===== src/rtl/rxq_pkg.sv =====
package rxq_pkg;
  localparam int LEN_W  = 11;
  localparam int CODE_W = 4;

  localparam logic [4:0] OP_RX_RESET = 5'd5;
  localparam logic [4:0] OP_DISCARD  = 5'd8;

  typedef struct packed {
    logic [CODE_W-1:0] code;
    logic [LEN_W-1:0]  len;
  } pkt_stat_t;
endpackage


===== src/rtl/rxq_byte_store.sv =====
module rxq_byte_store #(
  parameter int DEPTH = 64,
  parameter int AW    = $clog2(DEPTH)
) (
  input  logic          clk,
  input  logic          we,
  input  logic [AW-1:0] waddr,
  input  logic [7:0]    wdata,
  input  logic [AW-1:0] raddr_lo,
  input  logic [AW-1:0] raddr_hi,
  output logic [7:0]    q_lo,
  output logic [7:0]    q_hi
);
  logic [7:0] mem [DEPTH];

  always_ff @(posedge clk) begin
    if (we) mem[waddr] <= wdata;
    q_lo <= mem[raddr_lo];
    q_hi <= mem[raddr_hi];
  end
endmodule


===== src/rtl/rxq_stat_queue.sv =====
module rxq_stat_queue
  import rxq_pkg::*;
#(
  parameter int N  = 8,
  parameter int QA = (N > 1) ? $clog2(N) : 1,
  parameter int CW = $clog2(N + 1)
) (
  input  logic      clk,
  input  logic      rst,
  input  logic      clr,
  input  logic      push,
  input  pkt_stat_t push_stat,
  input  logic      pop,
  output pkt_stat_t top,
  output logic [CW-1:0] count
);
  pkt_stat_t       ent [N];
  logic [QA-1:0]   head, tail;

  function automatic logic [QA-1:0] nxt(input logic [QA-1:0] p);
    return (p == QA'(N - 1)) ? '0 : p + QA'(1);
  endfunction

  assign top = ent[head];

  always_ff @(posedge clk) begin
    if (rst || clr) begin
      head  <= '0;
      tail  <= '0;
      count <= '0;
    end else begin
      if (push) begin
        ent[tail] <= push_stat;
        tail      <= nxt(tail);
      end
      if (pop) head <= nxt(head);
      count <= count + CW'(push) - CW'(pop);
    end
  end

  AST_NO_POP_EMPTY:  assert property (@(posedge clk) disable iff (rst) pop |-> count != '0);
  AST_NO_PUSH_FULL:  assert property (@(posedge clk) disable iff (rst) push |-> count != CW'(N));
endmodule


===== src/rtl/rxq_wr_ctl.sv =====
module rxq_wr_ctl
  import rxq_pkg::*;
#(
  parameter int DEPTH    = 64,
  parameter int MAX_PKTS = 8,
  parameter int AW       = $clog2(DEPTH),
  parameter int PW       = AW + 1,
  parameter int CW       = $clog2(MAX_PKTS + 1)
) (
  input  logic              clk,
  input  logic              rst,
  input  logic              clr,
  input  logic              wr_valid,
  input  logic [7:0]        wr_data,
  input  logic              wr_last,
  input  logic [CODE_W-1:0] wr_code,
  input  logic [PW-1:0]     rd_ptr,
  input  logic [CW-1:0]     pkt_cnt,
  output logic              mem_we,
  output logic [AW-1:0]     mem_waddr,
  output logic [7:0]        mem_wdata,
  output logic              push,
  output pkt_stat_t         push_stat,
  output logic [PW-1:0]     wr_ptr,
  output logic              in_pkt,
  output logic              complete
);
  logic [PW-1:0]    commit_ptr;
  logic [LEN_W-1:0] len, len_next;
  logic             dropping, full, starting, gate_ok, accept;

  assign full      = (wr_ptr - rd_ptr) == PW'(DEPTH);
  assign starting  = wr_valid & ~in_pkt & ~dropping & ~clr;
  assign gate_ok   = ~full & (pkt_cnt < CW'(MAX_PKTS));
  assign accept    = ~clr & wr_valid & ((starting & gate_ok) | (in_pkt & ~full));
  assign len_next  = in_pkt ? len + LEN_W'(1) : LEN_W'(1);

  assign mem_we    = accept;
  assign mem_waddr = wr_ptr[AW-1:0];
  assign mem_wdata = wr_data;
  assign push      = accept & wr_last;
  assign push_stat = '{code: wr_code, len: len_next};

  always_ff @(posedge clk) begin
    if (rst) begin
      wr_ptr     <= '0;
      commit_ptr <= '0;
      len        <= '0;
      in_pkt     <= 1'b0;
      dropping   <= 1'b0;
      complete   <= 1'b0;
    end else begin
      complete <= push;
      if (clr) begin
        wr_ptr     <= '0;
        commit_ptr <= '0;
        len        <= '0;
        in_pkt     <= 1'b0;
        dropping   <= (in_pkt | dropping | wr_valid) & ~(wr_valid & wr_last);
      end else if (wr_valid) begin
        if (accept) begin
          wr_ptr <= wr_ptr + PW'(1);
          len    <= len_next;
          if (wr_last) begin
            commit_ptr <= wr_ptr + PW'(1);
            in_pkt     <= 1'b0;
          end else begin
            in_pkt     <= 1'b1;
          end
        end else if (in_pkt) begin
          wr_ptr   <= commit_ptr;
          in_pkt   <= 1'b0;
          len      <= '0;
          dropping <= ~wr_last;
        end else if (dropping) begin
          if (wr_last) dropping <= 1'b0;
        end else begin
          dropping <= ~wr_last;
        end
      end
    end
  end

  AST_NO_OVERFLOW: assert property (@(posedge clk) disable iff (rst) (wr_ptr - rd_ptr) <= PW'(DEPTH));
  AST_START_GATED: assert property (@(posedge clk) disable iff (rst) $rose(in_pkt) |-> $past(pkt_cnt) < CW'(MAX_PKTS));
  AST_DROP_SILENT: assert property (@(posedge clk) disable iff (rst) dropping && !clr |-> !mem_we);
endmodule


===== src/rtl/rx_pkt_fifo.sv =====
module rx_pkt_fifo
  import rxq_pkg::*;
#(
  parameter int DEPTH    = 64,
  parameter int MAX_PKTS = 8
) (
  input  logic        clk,
  input  logic        rst,
  input  logic        wr_valid,
  input  logic [7:0]  wr_data,
  input  logic        wr_last,
  input  logic [3:0]  wr_code,
  input  logic        cmd_valid,
  input  logic [4:0]  cmd_op,
  input  logic        rd_req,
  output logic [15:0] rd_data,
  output logic [15:0] rx_status,
  output logic        rx_receiving,
  output logic        rx_complete,
  output logic        rx_overrun,
  output logic        rx_stat_overrun,
  output logic        rx_underrun,
  output logic        adapter_fail
);
  localparam int AW = $clog2(DEPTH);
  localparam int PW = AW + 1;
  localparam int CW = $clog2(MAX_PKTS + 1);

  logic              mem_we, push, is_discard, is_rxrst, q_empty, do_pop, rd_ok, rd_bad, hi_keep;
  logic [AW-1:0]     mem_waddr;
  logic [7:0]        mem_wdata, q_lo, q_hi;
  logic [PW-1:0]     wr_ptr, rd_ptr;
  logic [CW-1:0]     pkt_cnt;
  logic [LEN_W-1:0]  consumed, left, step;
  pkt_stat_t         push_stat, q_top;

  assign is_discard = cmd_valid & (cmd_op == OP_DISCARD);
  assign is_rxrst   = cmd_valid & (cmd_op == OP_RX_RESET);
  assign q_empty    = (pkt_cnt == '0);
  assign left       = q_top.len - consumed;
  assign step       = (left >= LEN_W'(2)) ? LEN_W'(2) : LEN_W'(1);
  assign do_pop     = is_discard & ~q_empty;
  assign rd_ok      = rd_req & ~is_discard & ~is_rxrst & ~q_empty & (left != '0);
  assign rd_bad     = rd_req & ~is_discard & ~is_rxrst & (q_empty | (left == '0));

  rxq_wr_ctl #(.DEPTH(DEPTH), .MAX_PKTS(MAX_PKTS), .AW(AW), .PW(PW), .CW(CW)) u_wr (
    .clk(clk), .rst(rst), .clr(is_rxrst),
    .wr_valid(wr_valid), .wr_data(wr_data), .wr_last(wr_last), .wr_code(wr_code),
    .rd_ptr(rd_ptr), .pkt_cnt(pkt_cnt),
    .mem_we(mem_we), .mem_waddr(mem_waddr), .mem_wdata(mem_wdata),
    .push(push), .push_stat(push_stat), .wr_ptr(wr_ptr),
    .in_pkt(rx_receiving), .complete(rx_complete)
  );

  rxq_byte_store #(.DEPTH(DEPTH), .AW(AW)) u_mem (
    .clk(clk), .we(mem_we), .waddr(mem_waddr), .wdata(mem_wdata),
    .raddr_lo(rd_ptr[AW-1:0]), .raddr_hi(rd_ptr[AW-1:0] + AW'(1)),
    .q_lo(q_lo), .q_hi(q_hi)
  );

  rxq_stat_queue #(.N(MAX_PKTS), .CW(CW)) u_q (
    .clk(clk), .rst(rst), .clr(is_rxrst),
    .push(push), .push_stat(push_stat), .pop(do_pop),
    .top(q_top), .count(pkt_cnt)
  );

  always_ff @(posedge clk) begin
    if (rst || is_rxrst) begin
      rd_ptr      <= '0;
      consumed    <= '0;
      rx_underrun <= 1'b0;
      hi_keep     <= 1'b0;
    end else begin
      if (do_pop) begin
        rd_ptr   <= rd_ptr + PW'(left);
        consumed <= '0;
      end else if (rd_ok) begin
        rd_ptr   <= rd_ptr + PW'(step);
        consumed <= consumed + step;
        hi_keep  <= (left >= LEN_W'(2));
      end
      if (rd_bad) rx_underrun <= 1'b1;
    end
  end

  assign adapter_fail    = rx_underrun;
  assign rd_data         = {hi_keep ? q_hi : 8'h00, q_lo};
  assign rx_status       = q_empty ? 16'h8000 : {1'b0, q_top.code, q_top.len};
  assign rx_overrun      = (wr_ptr - rd_ptr) == PW'(DEPTH);
  assign rx_stat_overrun = (pkt_cnt == CW'(MAX_PKTS));

  AST_UNDERRUN_STICKY: assert property (@(posedge clk) disable iff (rst) rx_underrun && !is_rxrst |=> rx_underrun);
  AST_COMPLETE_QUEUED: assert property (@(posedge clk) disable iff (rst) rx_complete |-> !q_empty);
  AST_PKT_LIMIT:       assert property (@(posedge clk) disable iff (rst) pkt_cnt <= CW'(MAX_PKTS));
  AST_READ_IN_PACKET:  assert property (@(posedge clk) disable iff (rst) rd_ok |=> consumed <= q_top.len);
endmodule


===== config.mk =====
export PLATFORM = sky130hd
export DESIGN_NAME = rx_pkt_fifo
export DESIGN_NICKNAME = d
export VERILOG_FILES = /design/src/rtl/rxq_pkg.sv /design/src/rtl/rxq_byte_store.sv /design/src/rtl/rxq_stat_queue.sv /design/src/rtl/rxq_wr_ctl.sv /design/src/rtl/rx_pkt_fifo.sv
export SDC_FILE = /design/constraint.sdc
export NUM_CORES = 1
export LEC_CHECK = 0
export BUFFER_PORTS_ARGS = -buffer_cell sky130_fd_sc_hd__buf_2
export CORE_ASPECT_RATIO = 1.2
export CORE_MARGIN = 2
export CORE_UTILIZATION = 30
export DETAILED_ROUTE_END_ITERATION = 7
export PLACE_DENSITY_LB_ADDON = 0.25
export SYNTH_ARGS = -nofsm -noshare
export SYNTH_HDL_FRONTEND = slang
export SYNTH_SLANG_ARGS = --single-unit

===== constraint.sdc =====
create_clock -name clk -period 9.1 [get_ports clk]
set_input_delay 0.91 -clock clk [delete_from_list [all_inputs] [get_ports clk]]
set_output_delay 0.91 -clock clk [all_outputs]
set_load 0.01 [all_outputs]

==> flow_summary.json <==
{
  "yosys_most_used_dff": "edfxtp_1",
  "final_net_count": 1880,
  "die_w_um": 305,
  "ctsResizeCount": 0,
  "yosys-top-cells-count": "edfxtp_1 (632), mux4_2 (366), nor2_1 (139)",
  "synthSimpleGateAreaFrac_pct": 4.53,
  "rrSetupSlack_ns": 2.61,
  "place_ws_ns": 2.55,
  "min_to": "u_wr.len[7]$_SDFFE_PP0P_",
  "cts_setup_buffers": 0,
  "htreeDepth": 3,
  "min_period_ns": 6.49,
  "synth_edf_count": 632,
  "clockBufferDepth": 3,
  "outcome": "finished, final reports clean",
  "hold_violations": 0,
  "cap_violations": 0,
  "ios": 61,
  "p_int_mw": 6.17,
  "avgSynthCellArea_um2": 18.6,
  "hold_class": "flop to flop",
  "worstSetupStartpointType": "flop",
  "ir_drop_uv": 189,
  "via_per_inst": 5.32,
  "ys_async_sr_fraction_pct": 0,
  "slew_headroom_pct": 10.1,
  "post_dp_cell_area_um2": 34600,
  "comb_power_share_pct": 19.1,
  "synthesis.area_um2": 32700,
  "cp.arrival_ns": 6.96,
  "critPathKind": "flop to flop",
  "drt_wl_total_um": 90800,
  "cp_max_fo": 29,
  "clk_latency_ns": 0.67,
  "rsz0062_at_grt": "false",
  "drtIter0Drc": 1390,
  "placed_cells": 3142,
  "yosysWarnings": 0,
  "layoutNonFillerInstCount": 3290,
  "synth_nets": 1817,
  "fill_cells": 10162,
  "io_buffers": 60,
  "dr.pass1.iters": 7,
  "max_freq_ghz": 0.154,
  "stdcell_area_um2": 37200,
  "start_util_pct": 30.2,
  "tns_ns": 0,
  "p_leak_nw": 11.2,
  "p_sw_share_pct": 28.0,
  "gp_congestion": 0.951,
  "setup_viol": 0,
  "synth_top_family_by_area": "multiplexers",
  "coreArea_um2": 108000,
  "clock_sinks": 709,
  "power_density_nw_per_um2": 230,
  "grt_first_pass_wirelength_um": 131000,
  "p_sw_mw": 2.40,
  "dieHeight_um": 365,
  "synthCells": 1754,
  "slew_viol_final": 0,
  "final_core_util_pct": 34.5,
  "clockPowerShare_pct": 37.2,
  "vias": 17497,
  "yosysTopAreaCell": "edfxtp_1",
  "antenna_found_initial": 3,
  "rows": 132,
  "worstSetupEndpointType": "flop",
  "cts.root.buffer_cell": "clkbuf_16",
  "grt_use_total_pct": 16.3,
  "synth_adder_area_share_pct": 1.62,
  "ys_seq_area_share_pct": 62.8,
  "synthTopCellsByArea": "edfxtp_1 (58%), mux4_2 (25%), dfxtp_1 (4.7%)",
  "worst_pin_slew_ns": 1.34,
  "crit_required_ns": 9.57,
  "grt_max_degree": 152,
  "syn2layout_area_growth_pct": 13.9,
  "synth_mux_area_share_pct": 25.9,
  "grt_pass1_vias": 18288,
  "fin_worst_skew_ns": 0.0579,
  "holdWs_ns": 0.490,
  "ys_types": 65,
  "r2r_cells": 22,
  "clkTransAtPathRegs_ns": 0.06,
  "drive_above_1_share_pct": 32.4,
  "fin_crit_sh_pct": 71.4,
  "dpl.hpwl_um": 60100,
  "synth_compound_area_share_pct": 2.29,
  "gr-total-overflow": 0,
  "seqPwrFrac_pct": 43.7,
  "tritoncts": "yes",
  "synth-xor-area-share_pct": 1.06,
  "setup_slack_ns": 2.61,
  "synth_most_common_cell": "edfxtp_1",
  "postSynthRegisterBits": 709,
  "hp-start": "u_wr.len[7]$_SDFFE_PP0P_",
  "finalPower_mw": 8.57,
  "post-route-drc-count": 0,
  "routedWlPerCell_um": 27.6,
  "numCtsBuffers": 80,
  "antenna_left": 0,
  "whs_path_depth": 2,
  "die-area_um2": 112000,
  "cts_hold_buffers": 0,
  "synth_top_cell_area_share_pct": 58.1,
  "r2r-end": "rd_ptr[6]$_SDFFE_PP0P_"
}
[kinds of logic (layout without fill, tap and decap cells)]
group,after synthesis,after routing
xor+xnor,38,38
mux,386,386
compound gates,113,113
other cells,0,1
flops,709,709
fa+ha+maj,40,40
simple gates,318,318
buf+inv,150,278
[worst max-delay path, stage by stage, from the launching register on]
cell	delay [ns]
dfxtp_2	1.05
mux4_2	0.60
mux2i_1	0.20
ha_1	0.20
inv_1	0.05
fa_1	0.43
a211oi_1	0.32
or2_1	0.21
or4b_2	0.61
nand3_1	0.18
or3_1	0.30
nor2_1	0.09
a21o_1	0.17
ha_1	0.21
fa_1	0.43
a21o_1	0.17
a21oi_1	0.23
o21bai_1	0.09
a21oi_1	0.24
xnor2_1	0.09
a22oi_1	0.23
xor2_1	0.17
nor2_1	0.05
[cell type report]
type	count	area (um^2)	share of cell area (%)
clock inverters	42	438	1.18
multi-input cells	895	11600	31.3
well taps	1407	1760	4.73
diodes	1	2.50	0.00672
inverters	40	150	0.403
clock buffers	105	2160	5.80
repair buffers	91	546	1.47
flip-flops and latches	709	20500	55.2
[metal layers]
| metal | track usage [%] | vias up | part of all wire [%] |
|---|---|---|---|
| met5 | 0 | - | 0.036 |
| met4 | 6.25 | 6 | 3.8 |
| met3 | 4.08 | 150 | 6.4 |
| met2 | 28.9 | 567 | 52 |
| met1 | 19.0 | 9346 | 38 |
| li1 | - | 7428 | - |
[flip-flops by register name, indices dropped and copies added (netlist names), 7 cells and up, named ones only]
name             count
u_wr.commit_ptr      7
u_mem.mem          512
u_wr.len            11
consumed            11
rd_ptr               7
u_mem.q_lo           8
u_mem.q_hi           8
u_q.ent            120
u_wr.wr_ptr          7
[worst max path at each step]
stage / start / end / slack [ns] / cells past startpoint
2_1_floorplan: flop / rd_ptr[6]$_SDFFE_PP0P_ / 2.58 / 26
3_3_place_gp: flop / rd_ptr[6]$_SDFFE_PP0P_ / 2.55 / 22
3_5_place_dp: flop / rd_ptr[6]$_SDFFE_PP0P_ / 2.55 / 22
4_1_cts: flop / rd_ptr[6]$_SDFFE_PP0P_ / 2.52 / 22
5_1_grt: flop / rd_ptr[6]$_SDFFE_PP0P_ / 2.03 / 22
6_report: flop / rd_ptr[6]$_SDFFE_PP0P_ / 2.61 / 22
[power groups by stage]
stage / sequential (mW) / clock (mW) / combinational (mW)
4_1_cts: 3.74 / 3.27 / 1.66
6_report: 3.74 / 3.19 / 1.64
5_1_grt: 3.75 / 3.39 / 1.73
3_5_place_dp: 3.81 / 0 / 1.65
2_1_floorplan: 3.75 / 0 / 1.05
3_3_place_gp: 3.80 / 0 / 1.65
[cell usage in the layout (no fill, tap or decap), types with 9 or more instances in the layout]
cell	synthesis	layout
a211oi_1	16	16
a21oi_1	37	37
and2_1	21	21
and3_1	10	10
buf_2	5	60
buf_4	2	30
clkbuf_1	74	18
clkbuf_16	0	81
clkinv_1	2	15
clkinv_2	0	13
dfxtp_1	77	73
edfxtp_1	632	632
ha_1	36	35
inv_1	35	35
mux2_2	9	9
mux2i_1	10	10
mux4_2	366	366
nand2_1	47	47
nand3_1	41	41
nor2_1	139	138
nor3_1	15	11
o21ai_0	20	20
or3_1	11	11
xnor2_1	25	23
xor2_1	12	12
(Power assumes the default switching activity.)
